<file path="src/rtl/trg_pkg.sv">
`timescale 1ns/1ps
package trg_pkg;
   typedef enum logic [1:0] {
      MODE_STD  = 2'd0,
      MODE_SEC  = 2'd1,
      MODE_SUSP = 2'd2
   } mode_e;

   typedef enum logic [1:0] {
      OP_ENTER   = 2'd0,
      OP_SUSPEND = 2'd1,
      OP_RESUME  = 2'd2,
      OP_EXIT    = 2'd3
   } op_e;

   localparam int          NUM_REGIONS = 5;
   localparam logic [2:0]  RG_STAT_VER = 3'd0;
   localparam logic [2:0]  RG_STAT_ENC = 3'd1;
   localparam logic [2:0]  RG_DYN_VER  = 3'd2;
   localparam logic [2:0]  RG_DYN_ENC  = 3'd3;
   localparam logic [2:0]  RG_OPEN     = 3'd4;
   localparam logic [2:0]  RG_NONE     = 3'd7;

   function automatic logic rg_is_static(input logic [2:0] rg);
      return (rg == RG_STAT_VER) || (rg == RG_STAT_ENC);
   endfunction

   function automatic logic rg_is_verified(input logic [2:0] rg);
      return rg < RG_OPEN;
   endfunction

   function automatic logic rg_is_encrypted(input logic [2:0] rg);
      return (rg == RG_STAT_ENC) || (rg == RG_DYN_ENC);
   endfunction
endpackage

</file>
<file path="src/rtl/trg_region_bank.sv">
`timescale 1ns/1ps
module trg_region_bank #(
   parameter int ADDR_W = 32,
   parameter int NREG   = 5,
   parameter int SEL_W  = 3
) (
   input  logic              clk,
   input  logic              rst_n,
   input  logic              wr_en,
   input  logic [SEL_W-1:0]  wr_sel,
   input  logic [ADDR_W-1:0] wr_base,
   input  logic [ADDR_W-1:0] wr_limit,
   input  logic [ADDR_W-1:0] probe_addr,
   output logic [NREG-1:0]   hit_vec
);
   localparam logic [ADDR_W-1:0] EMPTY_BASE  = '1;
   localparam logic [ADDR_W-1:0] EMPTY_LIMIT = '0;

   for (genvar g = 0; g < NREG; g++) begin : g_region
      logic [ADDR_W-1:0] base_q;
      logic [ADDR_W-1:0] limit_q;

      always_ff @(posedge clk) begin
         if (!rst_n) begin
            base_q  <= EMPTY_BASE;
            limit_q <= EMPTY_LIMIT;
         end else if (wr_en && (wr_sel == SEL_W'(g))) begin
            base_q  <= wr_base;
            limit_q <= wr_limit;
         end
      end

      assign hit_vec[g] = (probe_addr >= base_q) && (probe_addr <= limit_q);
   end
endmodule

</file>
<file path="src/rtl/trg_mode_fsm.sv">
`timescale 1ns/1ps
module trg_mode_fsm
   import trg_pkg::*;
#(
   parameter int PC_W = 32
) (
   input  logic            clk,
   input  logic            rst_n,
   input  logic            cmd_valid,
   input  logic [1:0]      cmd_op,
   input  logic [PC_W-1:0] pc,
   input  logic            hash_done,
   output mode_e           mode,
   output logic            busy,
   output logic            cmd_fault
);
   logic [PC_W-1:0] resume_q;
   op_e             op;

   assign op = op_e'(cmd_op);

   always_ff @(posedge clk) begin
      if (!rst_n) begin
         mode      <= MODE_STD;
         busy      <= 1'b0;
         cmd_fault <= 1'b0;
         resume_q  <= '0;
      end else begin
         cmd_fault <= 1'b0;
         if (busy) begin
            if (hash_done) begin
               mode <= MODE_SEC;
               busy <= 1'b0;
            end
         end else if (cmd_valid) begin
            unique case (op)
               OP_ENTER: begin
                  if (mode == MODE_STD) busy <= 1'b1;
                  else                  cmd_fault <= 1'b1;
               end
               OP_SUSPEND: begin
                  if (mode == MODE_SEC) begin
                     mode     <= MODE_SUSP;
                     resume_q <= pc;
                  end else begin
                     cmd_fault <= 1'b1;
                  end
               end
               OP_RESUME: begin
                  if ((mode == MODE_SUSP) && (pc == resume_q)) mode <= MODE_SEC;
                  else                                          cmd_fault <= 1'b1;
               end
               OP_EXIT: begin
                  if (mode != MODE_STD) mode <= MODE_STD;
                  else                  cmd_fault <= 1'b1;
               end
               default: cmd_fault <= 1'b1;
            endcase
         end
      end
   end
endmodule

</file>
<file path="src/rtl/trg_access_judge.sv">
`timescale 1ns/1ps
module trg_access_judge
   import trg_pkg::*;
#(
   parameter int NREG = 5
) (
   input  logic [NREG-1:0] hit_vec,
   input  mode_e           mode,
   input  logic            is_write,
   output logic [2:0]      region,
   output logic            grant,
   output logic            integ,
   output logic            crypt
);
   always_comb begin
      region = RG_NONE;
      for (int i = NREG - 1; i >= 0; i--) begin
         if (hit_vec[i]) region = 3'(i);
      end
   end

   logic allowed;
   always_comb begin
      if (region == RG_NONE)            allowed = 1'b0;
      else if (is_write && rg_is_static(region)) allowed = 1'b0;
      else if (mode == MODE_SEC)        allowed = 1'b1;
      else                              allowed = (region == RG_OPEN);
   end

   assign grant = allowed;
   assign integ = allowed && rg_is_verified(region);
   assign crypt = allowed && rg_is_encrypted(region);
endmodule

</file>
<file path="src/rtl/trust_region_guard.sv">
`timescale 1ns/1ps
module trust_region_guard
   import trg_pkg::*;
#(
   parameter int ADDR_W = 32,
   parameter int PC_W   = 32
) (
   input  logic              clk,
   input  logic              rst_n,
   input  logic              cmd_valid_i,
   input  logic [1:0]        cmd_op_i,
   input  logic [PC_W-1:0]   pc_i,
   input  logic              hash_done_i,
   input  logic              cfg_we_i,
   input  logic [2:0]        cfg_sel_i,
   input  logic [ADDR_W-1:0] cfg_base_i,
   input  logic [ADDR_W-1:0] cfg_limit_i,
   input  logic              acc_valid_i,
   input  logic [ADDR_W-1:0] acc_addr_i,
   input  logic              acc_write_i,
   output logic [1:0]        mode_o,
   output logic              busy_o,
   output logic              cmd_fault_o,
   output logic              acc_done_o,
   output logic              acc_grant_o,
   output logic              acc_fault_o,
   output logic              acc_integ_o,
   output logic              acc_crypt_o,
   output logic [2:0]        acc_region_o
);
   localparam int SEL_W = 3;

   if (ADDR_W < 4) begin : g_bad_addr
      $error("trust_region_guard: ADDR_W must be at least 4");
   end
   if (PC_W < 2) begin : g_bad_pc
      $error("trust_region_guard: PC_W must be at least 2");
   end

   mode_e             mode;
   logic [NUM_REGIONS-1:0] hit_vec;
   logic              cfg_take;
   logic [2:0]        j_region;
   logic              j_grant, j_integ, j_crypt;

   trg_mode_fsm #(.PC_W(PC_W)) u_fsm (
      .clk       (clk),
      .rst_n     (rst_n),
      .cmd_valid (cmd_valid_i),
      .cmd_op    (cmd_op_i),
      .pc        (pc_i),
      .hash_done (hash_done_i),
      .mode      (mode),
      .busy      (busy_o),
      .cmd_fault (cmd_fault_o)
   );

   assign cfg_take = cfg_we_i && (mode == MODE_SEC) && (cfg_sel_i < SEL_W'(NUM_REGIONS));

   trg_region_bank #(.ADDR_W(ADDR_W), .NREG(NUM_REGIONS), .SEL_W(SEL_W)) u_bank (
      .clk        (clk),
      .rst_n      (rst_n),
      .wr_en      (cfg_take),
      .wr_sel     (cfg_sel_i),
      .wr_base    (cfg_base_i),
      .wr_limit   (cfg_limit_i),
      .probe_addr (acc_addr_i),
      .hit_vec    (hit_vec)
   );

   trg_access_judge #(.NREG(NUM_REGIONS)) u_judge (
      .hit_vec  (hit_vec),
      .mode     (mode),
      .is_write (acc_write_i),
      .region   (j_region),
      .grant    (j_grant),
      .integ    (j_integ),
      .crypt    (j_crypt)
   );

   always_ff @(posedge clk) begin
      if (!rst_n) begin
         acc_done_o   <= 1'b0;
         acc_grant_o  <= 1'b0;
         acc_fault_o  <= 1'b0;
         acc_integ_o  <= 1'b0;
         acc_crypt_o  <= 1'b0;
         acc_region_o <= RG_NONE;
      end else begin
         acc_done_o   <= acc_valid_i;
         acc_grant_o  <= acc_valid_i && j_grant;
         acc_fault_o  <= acc_valid_i && !j_grant;
         acc_integ_o  <= acc_valid_i && j_integ;
         acc_crypt_o  <= acc_valid_i && j_crypt;
         acc_region_o <= acc_valid_i ? j_region : RG_NONE;
      end
   end

   assign mode_o = mode;
endmodule

</file>
<file path="config.mk">
export PLATFORM = sky130hd
export DESIGN_NAME = trust_region_guard
export DESIGN_NICKNAME = d
export VERILOG_FILES = /design/src/rtl/trg_pkg.sv /design/src/rtl/trg_region_bank.sv /design/src/rtl/trg_mode_fsm.sv /design/src/rtl/trg_access_judge.sv /design/src/rtl/trust_region_guard.sv
export SDC_FILE = /design/constraint.sdc
export NUM_CORES = 1
export LEC_CHECK = 0
export BUFFER_PORTS_ARGS = -buffer_cell sky130_fd_sc_hd__buf_2
export CORE_ASPECT_RATIO = 0.6
export CORE_UTILIZATION = 45
export CTS_CLUSTER_DIAMETER = 80
export DETAILED_ROUTE_END_ITERATION = 8
export MAX_ROUTING_LAYER = met4
export PLACE_DENSITY = 0.6
export SLEW_MARGIN = 20
export SYNTH_ARGS = -nofsm -noshare
export SYNTH_HDL_FRONTEND = slang
export SYNTH_SLANG_ARGS = --single-unit
</file>
<file path="constraint.sdc">
create_clock -name clk -period 7.8 [get_ports clk]
set_input_delay 0.78 -clock clk [delete_from_list [all_inputs] [get_ports clk]]
set_output_delay 0.78 -clock clk [all_outputs]
set_load 0.01 [all_outputs]
</file>
# == Word level (Yosys, flattened, before mapping) ==
# Index checks and enable logic that the tools add are counted.
# classes
muxes,25
n_reduce_logical,34
eq_ne,18
magnitude_cmp,12
n_bitwise,3
# op_table
op,n
32-bit >= comparator,5
32-bit <= comparator,5
32-bit == test,1
1-bit logical AND,20
2-bit two-way mux,7
1-bit two-way mux,12
3-bit two-way mux,4
3-bit by 2-bit == test with 1-bit output (second input constant),3
3-bit == test (second input constant),3
2-bit == test (second input constant),3
3-bit by 1-bit == test with 1-bit output (second input constant),2
3-bit logical NOT,2
3-bit < comparator (second input constant),2
3-bit by 1-bit != test with 1-bit output (second input constant),2
2-bit case mux with 3 select lines,1
6-bit AND reduction,1
2-bit by 1-bit == test with 1-bit output (second input constant),2
2-bit logical NOT,2
1-bit case mux with 4 select lines,1
4-bit AND reduction,1
2-bit nonzero test,2
4-bit nonzero test,1
3-bit by 2-bit != test with 1-bit output (second input constant),1
1-bit NOT,3
5 further kinds,6
# word_totals
reg_bits,364
in_bits,140
wordCells,112

# == Logic depth before layout (Yosys ltp) ==
# Gate-level depths: netlist of the first run.
# depth
ltp_word,14
mapped_depth,11

# == Cells and area by module ==
# Synthesis of the first run repeated with hierarchy kept, for this count alone.
# unflattened
cells_unflattened,2630
area_unflattened_um2,21229.1
# by_module_without_submodules
mod,area_each_um2,instances,cells_per_inst
trg_region_bank,19062.0,1,2372
trg_mode_fsm,1853.0,1,226
trust_region_guard,230.2,1,19
trg_access_judge,83.8,1,13

# == Worst setup path before layout of the first run ==
# No wires, ideal clock.
# synth_timing
path_kind,in2reg
from,input port acc_addr_i[0]
to,register acc_crypt_o
path_buffers,0
required_time_ns,7.681
arrival_ns,3.065
path_slack_ns,4.617
setup_time_ns,0.119
path_stages,11
cell_sequence,inv_1 -> ha_1 -> nor2b_1 -> o21ai_0 -> a31o_1 -> a211o_1 -> a2111oi_4 -> a21oi_2 -> nand4bb_4 -> and4_4 -> o221a_1
# synth_via
elab_chain_len,14
# synth_rtl
element,line_no,source
from (decl),trust_region_guard.sv:19,"input logic [ADDR_W-1:0] acc_addr_i,"
32-bit >= comparator / 32-bit <= comparator (equally long branches),trg_region_bank.sv:33,assign hit_vec[g] = (probe_addr >= base_q) && (probe_addr <= limit_q);
1-bit logical AND,trg_region_bank.sv:33,
2-bit two-way mux,trg_access_judge.sv:18,if (hit_vec[i]) region = 3'(i);
3-bit two-way mux (3 in series),trg_access_judge.sv:18,
3-bit two-way mux (*),trg_access_judge.sv:18,
3-bit by 1-bit == test with 1-bit output / 3-bit logical NOT (equally long branches),"trg_pkg.sv:25, trg_pkg.sv:33",
1-bit logical OR,trg_pkg.sv:25,return (rg == RG_STAT_VER) || (rg == RG_STAT_ENC);
1-bit logical AND,trg_access_judge.sv:25,else if (is_write && rg_is_static(region)) allowed = 1'b0;
1-bit two-way mux,trg_access_judge.sv:25,
1-bit two-way mux,trg_access_judge.sv:24,if (region == RG_NONE) allowed = 1'b0;
1-bit logical AND (*),trg_access_judge.sv:32,assign crypt = allowed && rg_is_encrypted(region);
1-bit logical AND (*),trust_region_guard.sv:94,acc_crypt_o <= acc_valid_i && j_crypt;
to (signal assigned),trust_region_guard.sv:94,
to (decl),trust_region_guard.sv:28,"output logic acc_crypt_o,"
# Every way passes the cells marked *; elsewhere a longest branch is shown, timed or not.
# A chain may end at the register's enable or synchronous reset.

# == Worst setup path after layout of the first run ==
# layout_timing
from,register u_fsm.mode[0]
to,register u_bank.g_region[2].base_q[19]
# layout_via
elab_chain_len,4
# layout_rtl
element,line_no,source
from (decl),trg_mode_fsm.sv:13,"output mode_e mode,"
from (signal assigned),trg_mode_fsm.sv:24,mode <= MODE_STD;
from (signal assigned),trg_mode_fsm.sv:32,mode <= MODE_SEC;
from (signal assigned),trg_mode_fsm.sv:43,mode <= MODE_SUSP;
2-bit by 1-bit == test with 1-bit output,trust_region_guard.sv:58,assign cfg_take = cfg_we_i && (mode == MODE_SEC) && (cfg_sel_i < SEL_W'(NUM_REGIONS));
1-bit logical AND (2 in series),trust_region_guard.sv:58,
1-bit logical AND,trg_region_bank.sv:27,end else if (wr_en && (wr_sel == SEL_W'(g))) begin
to (signal assigned),trg_region_bank.sv:28,base_q <= wr_base;
to (decl),trg_region_bank.sv:20,logic [ADDR_W-1:0] base_q;
# Every way passes these cells.

==> results of run 1 <==
worst paths after layout:
kind / startpoint / endpoint / slack (ns) / cells past startpoint
setup / recovery: u_fsm.mode[0]$_SDFFE_PN0P_ / u_bank.g_region[2].base_q[19]$_SDFFE_PN1P_ / 4.38 / 6
setup reg to reg: u_fsm.mode[0]$_SDFFE_PN0P_ / u_bank.g_region[2].base_q[19]$_SDFFE_PN1P_ / 4.38 / 6
hold / removal: u_bank.g_region[3].limit_q[27]$_SDFFE_PN0P_ / u_bank.g_region[3].limit_q[27]$_SDFFE_PN0P_ / 0.47 / 2
hold reg to reg: u_bank.g_region[3].limit_q[27]$_SDFFE_PN0P_ / u_bank.g_region[3].limit_q[27]$_SDFFE_PN0P_ / 0.47 / 2
routing by layer:
metal	wire length (um)	up-vias	track usage, %	part of all wire, %
li1	-	9052	-	-
met1	32800	8602	41.1	51
met2	25300	518	38.0	39
met3	4980	74	5.22	7.8
met4	1040	0	5.55	1.6
met5	0	-	-	0
logic make-up (layout without fill, tap and decap cells):
group | count (synthesis) | count (layout) | share of synthesized area [%]
xor+xnor | 32 | 32 | 1.32
buf+inv | 444 | 556 | 7.87
compound gates | 631 | 631 | 21.0
flops | 364 | 364 | 34.4
simple gates | 804 | 804 | 16.2
mux | 1 | 1 | 0.0473
fa+ha+maj | 324 | 324 | 19.1
other cells | 0 | 4 | 0
state kept, by name, indices dropped and copies added (netlist names):
name	count
acc_region_o	3
acc_integ_o	1
u_fsm.cmd_fault	1
acc_fault_o	1
acc_grant_o	1
acc_done_o	1
acc_crypt_o	1
u_fsm.busy	1
u_fsm.mode	2
u_bank.g_region.limit_q	160
u_fsm.resume_q	32
u_bank.g_region.base_q	160
Yosys cell counts, types with 2 or more instances:
cell | n | area (um2)
sky130_fd_sc_hd__nand2_1 | 616 | 2310
sky130_fd_sc_hd__dfxtp_1 | 364 | 7290
sky130_fd_sc_hd__inv_1 | 328 | 1230
sky130_fd_sc_hd__ha_1 | 324 | 4050
sky130_fd_sc_hd__a21boi_0 | 192 | 1440
sky130_fd_sc_hd__o211ai_1 | 161 | 1210
sky130_fd_sc_hd__a21oi_1 | 108 | 541
sky130_fd_sc_hd__clkbuf_1 | 101 | 379
sky130_fd_sc_hd__nand4_1 | 60 | 375
sky130_fd_sc_hd__a21o_1 | 54 | 405
sky130_fd_sc_hd__o21ai_0 | 42 | 210
sky130_fd_sc_hd__nor2_1 | 32 | 120
sky130_fd_sc_hd__nand3_1 | 23 | 115
sky130_fd_sc_hd__xnor2_1 | 20 | 175
sky130_fd_sc_hd__nor4_1 | 16 | 100
sky130_fd_sc_hd__buf_1 | 15 | 56.3
sky130_fd_sc_hd__nor2b_1 | 12 | 75.1
sky130_fd_sc_hd__xor2_1 | 12 | 105
sky130_fd_sc_hd__a221oi_1 | 10 | 87.6
sky130_fd_sc_hd__nor3_1 | 10 | 50.1
sky130_fd_sc_hd__a211oi_1 | 7 | 52.6
sky130_fd_sc_hd__nand2b_1 | 7 | 43.8
sky130_fd_sc_hd__o21ai_1 | 7 | 35.0
sky130_fd_sc_hd__o21a_1 | 6 | 45.0
sky130_fd_sc_hd__and3_1 | 5 | 31.3
sky130_fd_sc_hd__and4_1 | 5 | 43.8
sky130_fd_sc_hd__a211o_1 | 4 | 35.0
sky130_fd_sc_hd__a31oi_1 | 4 | 25.0
sky130_fd_sc_hd__o221ai_1 | 4 | 35.0
sky130_fd_sc_hd__a21o_2 | 3 | 26.3
sky130_fd_sc_hd__o31ai_1 | 3 | 22.5
sky130_fd_sc_hd__or3_1 | 3 | 18.8
sky130_fd_sc_hd__a2111oi_0 | 2 | 17.5
sky130_fd_sc_hd__a21boi_1 | 2 | 15.0
sky130_fd_sc_hd__a221o_1 | 2 | 20.0
sky130_fd_sc_hd__a31o_1 | 2 | 17.5
sky130_fd_sc_hd__and2_1 | 2 | 12.5
sky130_fd_sc_hd__o22ai_1 | 2 | 12.5
tightest hold or removal path, delay by kind of cell (launching register included):
family | cells | cell delay (ns)
compound gates | 1 | 0.06
flops | 1 | 0.30
simple gates | 1 | 0.05
layout make-up:
| class | count | area [um2] |
|---|---|---|
| diodes | 4 | 10.0 |
| clock buffers | 53 | 1090 |
| clock inverters | 11 | 136 |
| fillers | 4516 | 22700 |
| inverters | 328 | 1230 |
| multi-input cells | 1792 | 12300 |
| flip-flops and latches | 364 | 7290 |
| well taps | 630 | 788 |
| repair buffers | 164 | 867 |
where the power goes:
group	total (mW)	internal (mW)	switching, mW
Clock	1.86	1.07	0.784
Sequential	1.88	1.88	0.00751
Combinational	0.411	0.149	0.263
Total	4.15	3.10	1.05
metrics by stage:
step	worst slack, ns	power, mW
after floorplan	4.62	2.14
after global placement	4.09	2.31
after detailed placement	4.02	2.33
after CTS	4.38	4.19
after global routing	4.12	4.31
final	4.38	4.15
==> summary.md, run 1 <==
| Metric | Value |
|---|---|
| Kind of cell adding the most delay to the critical path | simple AND/OR/NAND/NOR gates |
| CTS tree | done |
| Setup bufs post-CTS | 0 |
| Worst-case vdd ir drop | around 120 uV |
| Max Cap Viol | 0 |
| Outcome | completed |
| Placed insts | 3278 |
| Core box area | 46400 um2 |
| Critical-path cell list | nor2b_4, nor2b_1, nand3_1, nor2_4, buf_4, o211ai_1 |
| Flop and latch count out of synthesis | 364 |
| Post-Route Setup TNS | 0 ns |
| Average wire per standard cell | 19.2 um |
| Area enclosed by the die boundary | 48000 um2 |
| Standby leakage power | 10.4 nW |
| Worst Setup End Kind | register |
| Fraction of synthesis flops using an asynchronous set or reset pin | 0% |
| Worst Hold Slack | 0.466 ns |
| Number of synthesized flops with an enable pin | 0 |
| Hpwl dp | approximately 47000 um |
| Clock tree root buffer cell | sky130_fd_sc_hd__clkbuf_16 |
| TritonCTS buffer count | 39 |
| Cell count after synthesis | between 2k and 3k |
| Count of final setup violators | 0 |
| Buffering stage count on the worst path with inverters included | 1 |
| Min Clock Period, post-route | ~3.4 ns |
| Cts-stage hold buffer count | 0 |
| Area growth syn-to-layout | 11.7% |
| Sequential area share after synthesis | approximately 34% |
| Antenna violations before repair | 6 |
| Final Hold Fails | 0 |
| Layout cells sized above 1 | under 10% |
| Final standard cell area without fillers | about 24000 um2 |
| Post-layout instance count excluding filler cells | approximately 3.3k |
| Path category of the worst min-delay check | reg -> reg |
| Synth unique cells | 68 |
| Post-detailed-placement cell area | between 20000 and 25000 um2 |
| Global-route wire length before repair | 99800 um |
| Overflow left after global routing | 0 |
| Standard cell with the maximum stage delay on the critical path | sky130_fd_sc_hd__nor2_4 |
| Top library cells by usage in the layout, fill and taps aside | 616 x sky130_fd_sc_hd__nand2_1, 364 x sky130_fd_sc_hd__dfxtp_1, 328 x sky130_fd_sc_hd__inv_1, 324 x sky130_fd_sc_hd__ha_1, 192 x sky130_fd_sc_hd__a21boi_0 |
| Worst slew slack as a fraction of its limit | a little under a third |
| Vias in the first global route | 17.5k |
| Die W | around 280 um |
| Worst skew pair latency | ~0.54 ns |
| Via count | about 18k |
| Pins over their slew limit | 0 |
| Die Span Y | between 150 and 200 um |
| Period utilisation layout | around 44% |
| Fmax | 292 MHz |
| Required time worst endpoint | a little over 8 ns |
| Post-CTS Resized | 0 |
| Worst clock skew on the final layout | approximately 0.018 ns |
| Unrepaired setup endpoints after global routing | false |
| Vias/cell | between 5 and 6 |
| Avg Inst Size Synth | about 8.1 um2 |
| Post-Synthesis Cell Area | between 20000 and 25000 um2 |
| Residual DRC count | 0 |
| Maximum number of pins on one net before global-route repair | 189 |
| Areal power density over the cells | between 150 and 200 nW/um2 |
| Most used flip-flop cell after synthesis | sky130_fd_sc_hd__dfxtp_1 |
| Startpoint types | register |
| Arrival time of data at the critical path endpoint | 3.79 ns |
| Final weighted congestion in routability-driven placement | 0.910 |
| Post-layout util | between 50 and 60% |
| Length of the first detailed-routing pass in iterations | 6 |
| Num Clock Sinks | roughly 360 |
| ANT nets after route | 0 |
| Maximum buffer depth of the clock tree | 3 |
| Crit Path Category | reg -> reg |
| Row count | slightly above 60 |
| Commonest non-fill, non-tap cell in the layout | sky130_fd_sc_hd__nand2_1 |
| Boundary Pins | ~150 |
| Port-buffer cells | between 150 and 200 |
| Actual slew at the worst max-slew pin | about 1.0 ns |
| Net count of the mapped netlist | roughly 3.1k |
| Peak per-stage delay on the critical path | around 0.83 ns |
| Synth Warn # | 0 |
| Clock slew at reported path FFs | 0.06 ns |
| Global-route total usage across every layer | around 28% |
| Number of H-tree branching levels | 2 |
| Number of DRC markers after the initial detailed-route iteration | 1531 |
| Post-layout net count | around 3.2k |
| Initial core utilization | between 40% and 50% |
| Detailed-route wire length | between 60000 and 70000 um |
| Critical path peak fanout | 63 |
Power figures use the tool's default switching activity.
==> run 2: changes to the inputs <==
==> constraint.sdc (replaced) <==
create_clock -name clk -period 3.6 [get_ports clk]
set_input_delay 0.36 -clock clk [delete_from_list [all_inputs] [get_ports clk]]
set_output_delay 0.36 -clock clk [all_outputs]
set_load 0.01 [all_outputs]
==> run 2 against run 1 <==
Largest cell class unchanged; highest routed layer unchanged; power increased by 120%; core utilization up 0.55 points; clock skew down 0.0024 ns; combinational power is 120% higher.
==> summary.md, run 2 (synthesized netlist as in run 1, its figures left out) <==
| Metric | Value |
|---|---|
| Number of DRC markers after the initial detailed-route iteration | 1683 |
| Worst Setup End Kind | register |
| Worst-case vdd ir drop | roughly 380 uV |
| Top library cells by usage in the layout, fill and taps aside | 616 x sky130_fd_sc_hd__nand2_1, 364 x sky130_fd_sc_hd__dfxtp_1, 328 x sky130_fd_sc_hd__inv_1, 324 x sky130_fd_sc_hd__ha_1, 192 x sky130_fd_sc_hd__a21boi_0 |
| Global-route wire length before repair | 99100 um |
| CTS tree | done |
| Count of final setup violators | 0 |
| Min Clock Period, post-route | 3.26 ns |
| Arrival time of data at the critical path endpoint | about 3.7 ns |
| Average wire per standard cell | approximately 19 um |
| Worst slew slack as a fraction of its limit | 37.3% |
| Final Hold Fails | 0 |
| Vias in the first global route | 17.2k |
| Maximum number of pins on one net before global-route repair | 140 |
| Path category of the worst min-delay check | in -> reg |
| Port-buffer cells | 151 |
| Num Clock Sinks | about 360 |
| Post-layout util | 51.5% |
| Vias/cell | between 5 and 6 |
| Boundary Pins | ~150 |
| Area growth syn-to-layout | 12.9% |
| Required time worst endpoint | 4.04 ns |
| Layout fillers | 4493 |
| Global-route total usage across every layer | ~28% |
| Via count | approximately 18k |
| Max Cap Viol | 0 |
| Fmax | between 300 and 400 MHz |
| Startpoint types | register |
| Hpwl dp | 47300 um |
| Areal power density over the cells | ~380 nW/um2 |
| Post-layout instance count excluding filler cells | ~3.4k |
| Outcome | completed |
| Post-Route Setup TNS | 0 ns |
| Final standard cell area without fillers | 23900 um2 |
| Period utilisation layout | just over 90% |
| Regs by FF count | u_bank.g_region.base_q x160, u_bank.g_region.limit_q x160, u_fsm.resume_q x32 |
| Post-CTS Resized | 0 |
| Core box area | about 46000 um2 |
| Cts-stage hold buffer count | 0 |
| Setup bufs post-CTS | 0 |
| Crit Path Category | reg -> reg |
| TritonCTS buffer count | 39 |
| Actual slew at the worst max-slew pin | between 0.9 and 1 ns |
| Overflow left after global routing | 0 |
| Maximum buffer depth of the clock tree | 3 |
| Pins over their slew limit | 0 |
| Detailed-route wire length | around 64000 um |
| Die W | about 280 um |
| Initial core utilization | 45.6% |
| Standby leakage power | 10.6 nW |
| ANT nets after route | 0 |
| Row count | 61 |
| Area enclosed by the die boundary | about 48000 um2 |
| Clock tree root buffer cell | sky130_fd_sc_hd__clkbuf_16 |
| Worst skew pair latency | about 0.55 ns |
| Placed insts | 3300 |
| Number of H-tree branching levels | 2 |
| Length of the first detailed-routing pass in iterations | 5 |
| Die Span Y | 170 um |
| Commonest non-fill, non-tap cell in the layout | sky130_fd_sc_hd__nand2_1 |
| Antenna violations before repair | 2 |
| Layout cells sized above 1 | approximately a tenth |
| Residual DRC count | 0 |
| Worst Hold Slack | roughly 0.08 ns |
| Post-layout net count | between 3k and 4k |
| Clock slew at reported path FFs | around 0.070 ns |
| Unrepaired setup endpoints after global routing | false |
| Post-detailed-placement cell area | about 23000 um2 |
| Worst clock skew on the final layout | ~0.016 ns |
| Critical path peak fanout | 5 |
| Final weighted congestion in routability-driven placement | about 0.89 |
==> run 2: cell types whose count changed in the layout (fill, tap and decap cells not counted), sizes merged <==
cell and change:
inv -1, clkbuf +6, buf +22, diode -3, clkinvlp -1
==> run 2: final timing paths <==
kind	from	endpoint	slack, ns	cells past startpoint
setup reg to reg	u_bank.g_region[3].limit_q[14]$_SDFFE_PN0P_	acc_crypt_o$_SDFF_PN0_	0.34	10
hold reg to reg	u_bank.g_region[1].limit_q[16]$_SDFFE_PN0P_	u_bank.g_region[1].limit_q[16]$_SDFFE_PN0P_	0.46	2
hold / removal	pc_i[29]	u_fsm.resume_q[29]$_SDFFE_PN0P_	0.08	3
setup / recovery	u_bank.g_region[3].limit_q[14]$_SDFFE_PN0P_	acc_crypt_o$_SDFF_PN0_	0.34	10
==> run 2: area by class of cell <==
cell class | count | area [um2] | share of cell area (%)
antenna | 1 | 2.50 | 0.0105
clock buffer | 59 | 1130 | 4.74
inverter | 328 | 1230 | 5.15
timing repair buffer | 186 | 1100 | 4.61
multi-input combinational | 1792 | 12300 | 51.2
sequential | 364 | 7290 | 30.5
tap | 630 | 788 | 3.30
clock inverter | 9 | 120 | 0.502
==> run 2: layer usage <==
layer / routed length, um / GRT usage, %
met4: 1000 / 5.20
met5: 0 / -
met2: 24400 / 36.8
met3: 4780 / 4.20
met1: 33700 / 42.9
==> run 2: report_power, final <==
part / switching (mW) / total [mW] / internal, mW
registers: 0.0164 / 4.08 / 4.06
logic: 0.582 / 0.916 / 0.333
clock network: 1.72 / 4.10 / 2.38
==> run 2: through the flow <==
stage	worst slack, ns	power [mW]
after floorplan	0.837	4.63
after global placement	0.102	5.04
after detailed placement	0.0933	5.07
after CTS	0.368	9.15
after global routing	0.277	9.45
final	0.340	9.10
==> run 2: critical path: stages, from the launching register on <==
cell	delay, ns
sky130_fd_sc_hd__dfxtp_1	0.34
sky130_fd_sc_hd__inv_1	0.06
sky130_fd_sc_hd__ha_1	0.29
sky130_fd_sc_hd__nand4_1	0.17
sky130_fd_sc_hd__nor4_1	0.85
sky130_fd_sc_hd__a222oi_1	0.35
sky130_fd_sc_hd__a21o_2	0.31
sky130_fd_sc_hd__o211ai_4	0.11
sky130_fd_sc_hd__nand4bb_4	0.17
sky130_fd_sc_hd__and4_4	0.23
sky130_fd_sc_hd__o221a_1	0.26
